**config.mk**
```make
export PLATFORM = sky130hd
export DESIGN_NAME = freq_coinc_counter
export DESIGN_NICKNAME = d
export VERILOG_FILES = /design/src/rtl/fcc_pkg.sv /design/src/rtl/fcc_edge_sync.sv /design/src/rtl/fcc_coinc_det.sv /design/src/rtl/fcc_gate_sync.sv /design/src/rtl/fcc_counters.sv /design/src/rtl/fcc_readout.sv /design/src/rtl/freq_coinc_counter.sv
export SDC_FILE = /design/constraint.sdc
export NUM_CORES = 1
export LEC_CHECK = 0
export ABC_AREA = 1
export BUFFER_PORTS_ARGS = -buffer_cell sky130_fd_sc_hd__buf_2
export CAP_MARGIN = 20
export CORE_MARGIN = 3
export CORE_UTILIZATION = 60
export DETAILED_ROUTE_END_ITERATION = 16
export GPL_TIMING_DRIVEN = 0
export PLACE_DENSITY = 0.74
export SETUP_SLACK_MARGIN = 0.1
export SYNTH_ARGS = -nofsm -noshare
export SYNTH_HDL_FRONTEND = slang
export SYNTH_HIERARCHICAL = 1
export SYNTH_SLANG_ARGS = --single-unit
```
**constraint.sdc**
```tcl
create_clock -name clk -period 3.89 [get_ports clk]
set_clock_uncertainty 0.1 [all_clocks]
set_input_delay 0.1945 -clock clk [delete_from_list [all_inputs] [get_ports clk]]
set_output_delay 0.1945 -clock clk [all_outputs]
set_load 0.05 [all_outputs]
```
**src/rtl/fcc_pkg.sv**
```systemverilog
package fcc_pkg;

  // Width of one readable register slice.
  localparam int BYTE_W = 8;

  // A partner edge seen `age` cycles ago (age 0 = previous cycle) counts
  // as coincident if it lies within the window of `win` cycles.
  function automatic logic age_in_window(int unsigned age, int unsigned win);
    return (age < win);
  endfunction

  // Select byte `idx` of a count (counts of up to 64 bits).
  function automatic logic [BYTE_W-1:0] pick_byte(logic [63:0] v, int idx);
    return v[idx*BYTE_W +: BYTE_W];
  endfunction

  // Count of whole-period edges expected for a gate of m common periods.
  function automatic int unsigned edges_in_gate(int unsigned m, int unsigned l,
                                                int unsigned p);
    return (m * l) / p;
  endfunction

endpackage

```
**src/rtl/fcc_edge_sync.sv**
```systemverilog
module fcc_edge_sync #(
  parameter int STAGES = 2
) (
  input  logic clk,
  input  logic rst_n,
  input  logic din,
  output logic rise
);
  logic [STAGES-1:0] sync_q;
  logic              last_q;

  always_ff @(posedge clk or negedge rst_n) begin
    if (!rst_n) begin
      sync_q <= '0;
      last_q <= 1'b0;
    end else begin
      sync_q <= {sync_q[STAGES-2:0], din};
      last_q <= sync_q[STAGES-1];
    end
  end

  assign rise = sync_q[STAGES-1] & ~last_q;

  // A detected rising edge needs a low sample after it before the next one
  AST_RISE_ISOLATED: assert property (@(posedge clk) disable iff (!rst_n)
    rise |=> !rise);

endmodule

```
**src/rtl/fcc_coinc_det.sv**
```systemverilog
module fcc_coinc_det #(
  parameter int WIN_W = 4
) (
  input  logic             clk,
  input  logic             rst_n,
  input  logic             rise_ref,
  input  logic             rise_meas,
  input  logic [WIN_W-1:0] win,
  output logic             coinc
);
  import fcc_pkg::*;

  localparam logic [WIN_W-1:0] AGE_MAX = '1;

  logic [1:0]             rise_v;
  logic [1:0]             recent;
  logic [1:0][WIN_W-1:0]  age_q;

  assign rise_v = {rise_meas, rise_ref};

  // Per channel: cycles since that channel's last rising edge, saturating.
  for (genvar g = 0; g < 2; g++) begin : g_age
    always_ff @(posedge clk or negedge rst_n) begin
      if (!rst_n)          age_q[g] <= AGE_MAX;
      else if (rise_v[g])  age_q[g] <= '0;
      else if (age_q[g] != AGE_MAX) age_q[g] <= age_q[g] + 1'b1;
    end
    assign recent[g] = age_in_window(int'(age_q[g]), int'(win));
  end

  // Same-cycle edges, or an edge whose partner came within the window.
  assign coinc = (rise_v[0] & (rise_v[1] | recent[1])) |
                 (rise_v[1] & recent[0]);

endmodule

```
**src/rtl/fcc_gate_sync.sv**
```systemverilog
module fcc_gate_sync (
  input  logic clk,
  input  logic rst_n,
  input  logic coinc,
  input  logic preset,
  output logic gate,
  output logic preset_rise,
  output logic close_evt
);
  logic gate_q;
  logic preset_q;

  // D flip-flop on the preset level, enabled only by a coincidence pulse.
  always_ff @(posedge clk or negedge rst_n) begin
    if (!rst_n) begin
      gate_q   <= 1'b0;
      preset_q <= 1'b0;
    end else begin
      preset_q <= preset;
      if (coinc) gate_q <= preset;
    end
  end

  assign gate        = gate_q;
  assign preset_rise = preset & ~preset_q;
  assign close_evt   = coinc & gate_q & ~preset;

  AST_GATE_MOVES_AT_COINC: assert property (@(posedge clk) disable iff (!rst_n)
    (gate_q != $past(gate_q)) |-> $past(coinc));
  AST_GATE_OPENS_WITH_PRESET: assert property (@(posedge clk) disable iff (!rst_n)
    $rose(gate_q) |-> $past(preset));

endmodule

```
**src/rtl/fcc_counters.sv**
```systemverilog
module fcc_counters #(
  parameter int CNT_W = 32
) (
  input  logic             clk,
  input  logic             rst_n,
  input  logic             clr,
  input  logic             gate,
  input  logic [1:0]       rise,
  output logic [CNT_W-1:0] cnt_ref,
  output logic [CNT_W-1:0] cnt_meas
);
  logic [1:0][CNT_W-1:0] cnt_q;

  for (genvar g = 0; g < 2; g++) begin : g_cnt
    always_ff @(posedge clk or negedge rst_n) begin
      if (!rst_n)                  cnt_q[g] <= '0;
      else if (clr)                cnt_q[g] <= '0;
      else if (gate && rise[g])    cnt_q[g] <= cnt_q[g] + 1'b1;
    end

    AST_COUNT_ONLY_IN_GATE: assert property (@(posedge clk) disable iff (!rst_n)
      ((cnt_q[g] != $past(cnt_q[g])) && !$past(clr)) |-> $past(gate));
  end

  assign cnt_ref  = cnt_q[0];
  assign cnt_meas = cnt_q[1];

endmodule

```
**src/rtl/fcc_readout.sv**
```systemverilog
module fcc_readout #(
  parameter int CNT_W  = 32,
  parameter int ADDR_W = 4
) (
  input  logic              clk,
  input  logic              rst_n,
  input  logic              set_done,
  input  logic              clr_done,
  input  logic              gate,
  input  logic [CNT_W-1:0]  cnt_ref,
  input  logic [CNT_W-1:0]  cnt_meas,
  input  logic              rd_en,
  input  logic [ADDR_W-1:0] rd_addr,
  output logic [7:0]        rd_data,
  output logic              done
);
  import fcc_pkg::*;

  localparam int NBYTES = CNT_W / BYTE_W;
  localparam int STAT_A = 2 * NBYTES;

  logic       done_q;
  logic       stat_rd;
  logic [7:0] rd_next;
  logic [7:0] rd_q;
  int         a;

  assign a       = int'(rd_addr);
  assign stat_rd = rd_en && (a == STAT_A);

  always_comb begin
    rd_next = '0;
    if (a < NBYTES)          rd_next = pick_byte(64'(cnt_ref), a);
    else if (a < STAT_A)     rd_next = pick_byte(64'(cnt_meas), a - NBYTES);
    else if (a == STAT_A)    rd_next = {6'b0, gate, done_q};
  end

  always_ff @(posedge clk or negedge rst_n) begin
    if (!rst_n) begin
      done_q <= 1'b0;
      rd_q   <= '0;
    end else begin
      if (set_done)                 done_q <= 1'b1;
      else if (stat_rd || clr_done) done_q <= 1'b0;
      if (rd_en) rd_q <= rd_next;
    end
  end

  assign rd_data = rd_q;
  assign done    = done_q;

  AST_DONE_CLEARED_BY_READ: assert property (@(posedge clk) disable iff (!rst_n)
    (stat_rd && !set_done) |=> !done_q);

endmodule

```
**src/rtl/freq_coinc_counter.sv**
```systemverilog
module freq_coinc_counter #(
  parameter int CNT_W  = 32,
  parameter int WIN_W  = 4,
  parameter int ADDR_W = 4
) (
  input  logic              clk,
  input  logic              rst_n,
  input  logic              ref_in,
  input  logic              meas_in,
  input  logic              preset_gate,
  input  logic [WIN_W-1:0]  win_cfg,
  input  logic              rd_en,
  input  logic [ADDR_W-1:0] rd_addr,
  output logic [7:0]        rd_data,
  output logic              gate_open,
  output logic              done,
  output logic              coinc
);
  logic [1:0]       sig_v;
  logic [1:0]       rise_v;
  logic             coinc_w;
  logic             gate_w;
  logic             preset_rise;
  logic             close_evt;
  logic [CNT_W-1:0] cnt_ref;
  logic [CNT_W-1:0] cnt_meas;

  assign sig_v = {meas_in, ref_in};

  for (genvar g = 0; g < 2; g++) begin : g_sync
    fcc_edge_sync #(.STAGES(2)) u_sync (
      .clk  (clk),
      .rst_n(rst_n),
      .din  (sig_v[g]),
      .rise (rise_v[g])
    );
  end

  fcc_coinc_det #(.WIN_W(WIN_W)) u_coinc (
    .clk      (clk),
    .rst_n    (rst_n),
    .rise_ref (rise_v[0]),
    .rise_meas(rise_v[1]),
    .win      (win_cfg),
    .coinc    (coinc_w)
  );

  fcc_gate_sync u_gate (
    .clk        (clk),
    .rst_n      (rst_n),
    .coinc      (coinc_w),
    .preset     (preset_gate),
    .gate       (gate_w),
    .preset_rise(preset_rise),
    .close_evt  (close_evt)
  );

  fcc_counters #(.CNT_W(CNT_W)) u_cnt (
    .clk     (clk),
    .rst_n   (rst_n),
    .clr     (preset_rise),
    .gate    (gate_w),
    .rise    (rise_v),
    .cnt_ref (cnt_ref),
    .cnt_meas(cnt_meas)
  );

  fcc_readout #(.CNT_W(CNT_W), .ADDR_W(ADDR_W)) u_rd (
    .clk     (clk),
    .rst_n   (rst_n),
    .set_done(close_evt),
    .clr_done(preset_rise),
    .gate    (gate_w),
    .cnt_ref (cnt_ref),
    .cnt_meas(cnt_meas),
    .rd_en   (rd_en),
    .rd_addr (rd_addr),
    .rd_data (rd_data),
    .done    (done)
  );

  assign gate_open = gate_w;
  assign coinc     = coinc_w;

  AST_DONE_AT_CLOSE: assert property (@(posedge clk) disable iff (!rst_n)
    $fell(gate_w) |-> done);

endmodule

```
==> impl_metrics.toml, run 1 <==
[placement]
gp_congestion = 0.897
dp.final_hpwl_mm = 10.5
post-place-ws_ns = 1.79
port_buffers = 22

[synth]
synth-seq-cells = 89
synth_area_per_cell_um2 = 6.84
syn_area_um2 = 5620
yosys-top-cells-area = "dfrtp_1, nand2_1, nor2_1"
synth_top_area_frac = 0.361
syn_inst = 821
synthFlopType = "dfrtp_1"
yosysTopAreaCell = "dfrtp_1"
synth-warning-count = 6
syn_nets = 847
synth_edf_count = 0
yosysUniqueCellTypes = 40
synth_most_common_cell = "nand2_1"
seq_area_frac_synth = 0.398
synth_common_cells = "nand2_1, nor2_1, nand3_1"
async_reset_ff_frac = 1.00

[route]
drc = 0
drt-total-wl_mm = 13.9
drtIter0Drc = 345
wl_per_cell_um = 14.3
viasPerCell = 5.47
postRouteAntennaNets = 0
via_count = 5314
firstDrtPassIters = 5

[worst_setup_path]
cpPeakStageDelay_ns = 0.53
start_kind = "input pin"
critical_path_class = "in -> reg"
path_max_fanout = 10
crit_arrival_ns = 2.40
slowest_stage = "dlygate4sd3_1"
crit_required_ns = 4.03
cp_cell_sequence = "dlygate4sd3_1, buf_2, inv_1, nor2_1, clkinv_1, clkbuf_1, o21ai_0, a2bb2oi_1"
endpoint_kind = "register"

[die]
std_cell_rows = 34
coreArea_um2 = 8890
dieHeight_um = 103
die_area_um2 = 10600
die_w_um = 103
initial_core_util = 0.632
ioPinCount = 25

[clock_network]
numCtsBuffers = 9
clk_latency_ns = 0.36
cts_setup_buffers = 0
clkTransAtPathRegs_ns = 0.09
cts_root_buf = "clkbuf_8"
cts-resized-gates = 0
cts.sink_count = 89
h-tree-depth = 3
cts_hold_buf = 4
clk_path_buf_depth = 2
cts_tree = "yes"

[timing]
post-route-period-util = 0.583
rsz0062_at_grt = "false"
max_freq_mhz = 441
setup_viol = 0
layout_min_cycle_time_ns = 2.27
fin_tns_setup_ns = 0
slew_violations = 0
setup_slack_ns = 1.62
hold_ws_ns = 0.0597
tightest_slew_ns = 0.725
hold_viol = 0
slew_headroom = 0.516

[grt]
grt_overflow = 0
use_met2 = 0.468
met1_usage = 0.370
grt_pass1_wl_mm = 23.0
busiest_layer = "met2"
grt_max_degree = 59
grt_usage = 0.279
grt_pass1_vias = 4957
use_met3 = 0.0318
antenna_found_initial = 0

[pwr]
p_total_mw = 2.07
powerDensity_nw_per_um2 = 340
p_leak_nw = 3.07
vdd_drop_max_v = 0.000233

[outcome]
status = "complete, no violations"

[finish]
fin_nets = 885
antennaDiodeCount = 0
syn2layout_area_growth_pct = 8.73
drive_gt1_frac = 0.110

[min_path]
min_path_type = "in -> reg"

[flow_run]
drv_cap = 0
[critical path: cells and delay by family]
family,cells,cell delay [ns]
buffers and inverters,5,1.42
AND/OR/NAND/NOR,1,0.49
AO/OA/AOI/OAI,2,0.30
[state kept, by name, indices dropped and copies added, names as in the netlist]
name                  flops
g_sync.u_sync/last_q      2
g_sync.u_sync/sync_q      4
u_cnt/cnt_meas           32
u_cnt/cnt_ref            32
u_coinc/age_q             8
u_gate/gate               1
u_gate/preset_q           1
u_rd/done                 1
u_rd/rd_data              8
[per-stage QoR]
step,utilization,cell area [um2],std cells
after floorplan,-,5620,821
after global placement,0.659,5860,951
after detailed placement,0.663,5890,952
after CTS,0.687,6110,972
after global routing,0.687,6110,972
final,0.687,6110,972
[report_power, final]
group          internal, mW  switching (mW)  total [mW]
registers              1.01          0.0780        1.09
clock network         0.250           0.331       0.581
logic                 0.135           0.265       0.400
total                  1.40           0.674        2.07
[kinds of logic after synthesis]
logic type | Yosys count | synth area share
AOI/OAI and AO/OA | 78 | 0.0753
xor gates and xnor gates | 2 | 0.00312
adders and majority gates | 12 | 0.0267
buffers and inverters | 104 | 0.0782
DFF | 89 | 0.398
and+or+nand+nor | 536 | 0.418
[final timing paths]
path / start / end / slack, ns / depth (start not counted)
min in group asynchronous: rst_n / u_cnt/cnt_ref[5] / 0.22 / 2
worst min register to register: g_sync[0].u_sync/sync_q[0] / g_sync[0].u_sync/sync_q[1] / 0.26 / 0
worst max-delay path: preset_gate / u_cnt/cnt_ref[6] / 1.62 / 8
worst max register to register: u_gate/preset_q / u_cnt/cnt_ref[6] / 1.77 / 5
max in group asynchronous: rst_n / u_coinc/age_q[6] / 2.82 / 3
worst min-delay path: rd_en / u_rd/rd_data[0] / 0.06 / 3
[final cells by class]
class	instances	area [um2]
Multi-Input combinational cell	628	2940
Fill cell	783	2780
Sequential cell	89	2240
Inverter	88	337
Timing Repair Buffer	27	180
Clock buffer	12	145
Tap cell	108	135
Buffer	16	103
Clock inverter	4	30.0
[layout by cell type (no fill, tap or decap), types with 8 or more instances in the layout]
master / count
dfstp_2: 8
dfrtp_1: 81
nand2_1: 263
a21oi_1: 43
nand3_1: 94
inv_1: 78
buf_2: 25
o21ai_0: 20
clkbuf_8: 10
nor2_1: 134
ha_1: 12
[layer usage]
layer | wire [um] | share of wire
met5 | 0 | 0
met2 | 6750 | 0.49
met1 | 5900 | 0.42
met4 | 401 | 0.029
met3 | 850 | 0.061
Power figures use the tool's default switching activity.
==> run 2, diff against run 1 <==
--- a/config.mk
+++ b/config.mk
@@ -9,10 +9,10 @@
 export BUFFER_PORTS_ARGS = -buffer_cell sky130_fd_sc_hd__buf_2
 export CAP_MARGIN = 20
 export CORE_MARGIN = 3
-export CORE_UTILIZATION = 60
+export CORE_UTILIZATION = 56
 export DETAILED_ROUTE_END_ITERATION = 16
 export GPL_TIMING_DRIVEN = 0
-export PLACE_DENSITY = 0.74
+export PLACE_DENSITY = 0.72
 export SETUP_SLACK_MARGIN = 0.1
 export SYNTH_ARGS = -nofsm -noshare
 export SYNTH_HDL_FRONTEND = slang
==> constraint.sdc (replaced) <==
create_clock -name clk -period 2 [get_ports clk]
set_clock_uncertainty 0.1 [all_clocks]
set_input_delay 0.1 -clock clk [delete_from_list [all_inputs] [get_ports clk]]
set_output_delay 0.1 -clock clk [all_outputs]
set_load 0.05 [all_outputs]
==> run 2 against run 1 <==
Final area increased by 3.8%. Via count increased by 2.5%. Combinational power increased to 2.5 times the previous value. Critical endpoint is now coinc. Die area increased by 6.7%. Worst setup slack got worse by 1.6 ns. Critical path type is now reg -> out. Global-route usage decreased by 0.70 points. Hold slack got worse by 0.030 ns.
==> impl_metrics.toml, run 2 (synthesis gave the netlist of run 1 again) <==
[outcome]
status = "complete, no violations"

[timing]
slew_violations = 0
max_freq_mhz = 503
fin_tns_setup_ns = 0
setup_viol = 0
post-route-period-util = 0.993
layout_min_cycle_time_ns = 1.99
rsz0062_at_grt = "true"
hold_viol = 0
slew_headroom = 0.623
hold_ws_ns = 0.0295
tightest_slew_ns = 0.565

[route]
wl_per_cell_um = 14.8
via_count = 5447
postRouteAntennaNets = 0
drtIter0Drc = 471
firstDrtPassIters = 5
drc = 0
drt-total-wl_mm = 14.9
viasPerCell = 5.44

[die]
coreArea_um2 = 9500
die_area_um2 = 11300
initial_core_util = 0.591
ioPinCount = 25
dieHeight_um = 106
die_w_um = 106
std_cell_rows = 35

[placement]
gp_congestion = 0.924
port_buffers = 22
dp.final_hpwl_mm = 10.7

[worst_setup_path]
crit_required_ns = 1.80
r2r_slack_ns = 0.17
start_kind = "register"
rr_startpoint = "u_cnt/cnt_ref[0]"
endpoint_kind = "output port"
critical_path_class = "reg -> out"
worstSetupStartpoint = "u_coinc/age_q[7]"
crit_arrival_ns = 1.79
path_max_fanout = 3

[finish]
final_cell_mix = "nand2_1, nor2_1, nand3_1, dfrtp_1, inv_1"
syn2layout_area_growth_pct = 12.8
drive_gt1_frac = 0.133
antennaDiodeCount = 0
fin_nets = 893
final_common_cell = "nand2_1"

[flow_run]
drv_cap = 0

[clock_network]
clkTransAtPathRegs_ns = 0.09
cts.sink_count = 89
clk_path_buf_depth = 2
clk_latency_ns = 0.38
h-tree-depth = 3
cts_tree = "yes"
numCtsBuffers = 9
cts_root_buf = "clkbuf_8"

[grt]
grt_overflow = 0
grt_pass1_wl_mm = 24.5
grt_usage = 0.272
grt_max_degree = 50
grt_pass1_vias = 5140
antenna_found_initial = 0

[pwr]
vdd_drop_max_v = 0.000659
powerDensity_nw_per_um2 = 714
p_total_mw = 4.52
p_leak_nw = 3.16

[min_path]
min_path_type = "in -> reg"
min_from = "rd_addr[3]"
-- run 2: cell count changes in the layout (fill, tap and decap cells not counted), sizes merged --
cell / delta
buf: +7
bufinv: +2
clkbuf: -1
clkinv: +3
clkinvlp: -4
dlygate4sd3: +1
-- run 2: per-stage QoR --
step	instances	area, um2	util	worst slack, ns
6_report	1001	6340	0.667	0.0135
3_5_place_dp	973	5920	0.623	-0.0417
4_1_cts	994	6200	0.653	-0.0246
5_1_grt	1001	6340	0.667	-0.0582
2_1_floorplan	821	5620	-	0.113
3_3_place_gp	972	5890	0.620	-0.109
-- run 2: critical path: stages (launching register included) --
cell and delay, ns:
dfstp_2 0.58, ha_4 0.21, a21oi_1 0.14, nand2_1 0.07, nand2_1 0.07, nand2_2 0.07, nand2_4 0.10, buf_8 0.15
-- run 2: power by group --
part	leakage (nW)	switching [mW]	internal, mW
clock	0.113	0.661	0.737
sequential	1.19	0.154	1.97
combinational	1.86	0.607	0.394
total	3.16	1.42	3.10
-- run 2: timing repair --
item	in CTS	in global routing
endpoints found under the hold margin	47	0
endpoints found under the setup margin	37	23
pin swaps	0	5
gates resized for setup	5	17
buffers inserted	0	7
hold buffers	5	0
-- run 2: metal layers --
layer,track usage,share of wire
met1,0.346,0.42
met2,0.468,0.49
met3,0.0443,0.064
met4,0.0971,0.024
met5,0,0
-- run 2: cell type report --
cell class                 count  area, um2
timing repair buffer          35        253
clock inverter                 5       78.8
inverter                      88        337
tap                          129        161
fill                         850       3170
sequential                    89       2240
clock buffer                  11        141
multi-input combinational    628       3020
buffer                        16        105
-- run 2: path summary, 6_finish.rpt --
path	endpoint	cells past startpoint
setup / recovery	coinc	7
hold / removal	u_rd/rd_data[1]	5
setup reg to reg	u_cnt/cnt_ref[28]	9
hold reg to reg	g_sync[1].u_sync/sync_q[1]	0
max in group asynchronous	u_coinc/age_q[2]	3
min in group asynchronous	u_rd/rd_data[1]	2
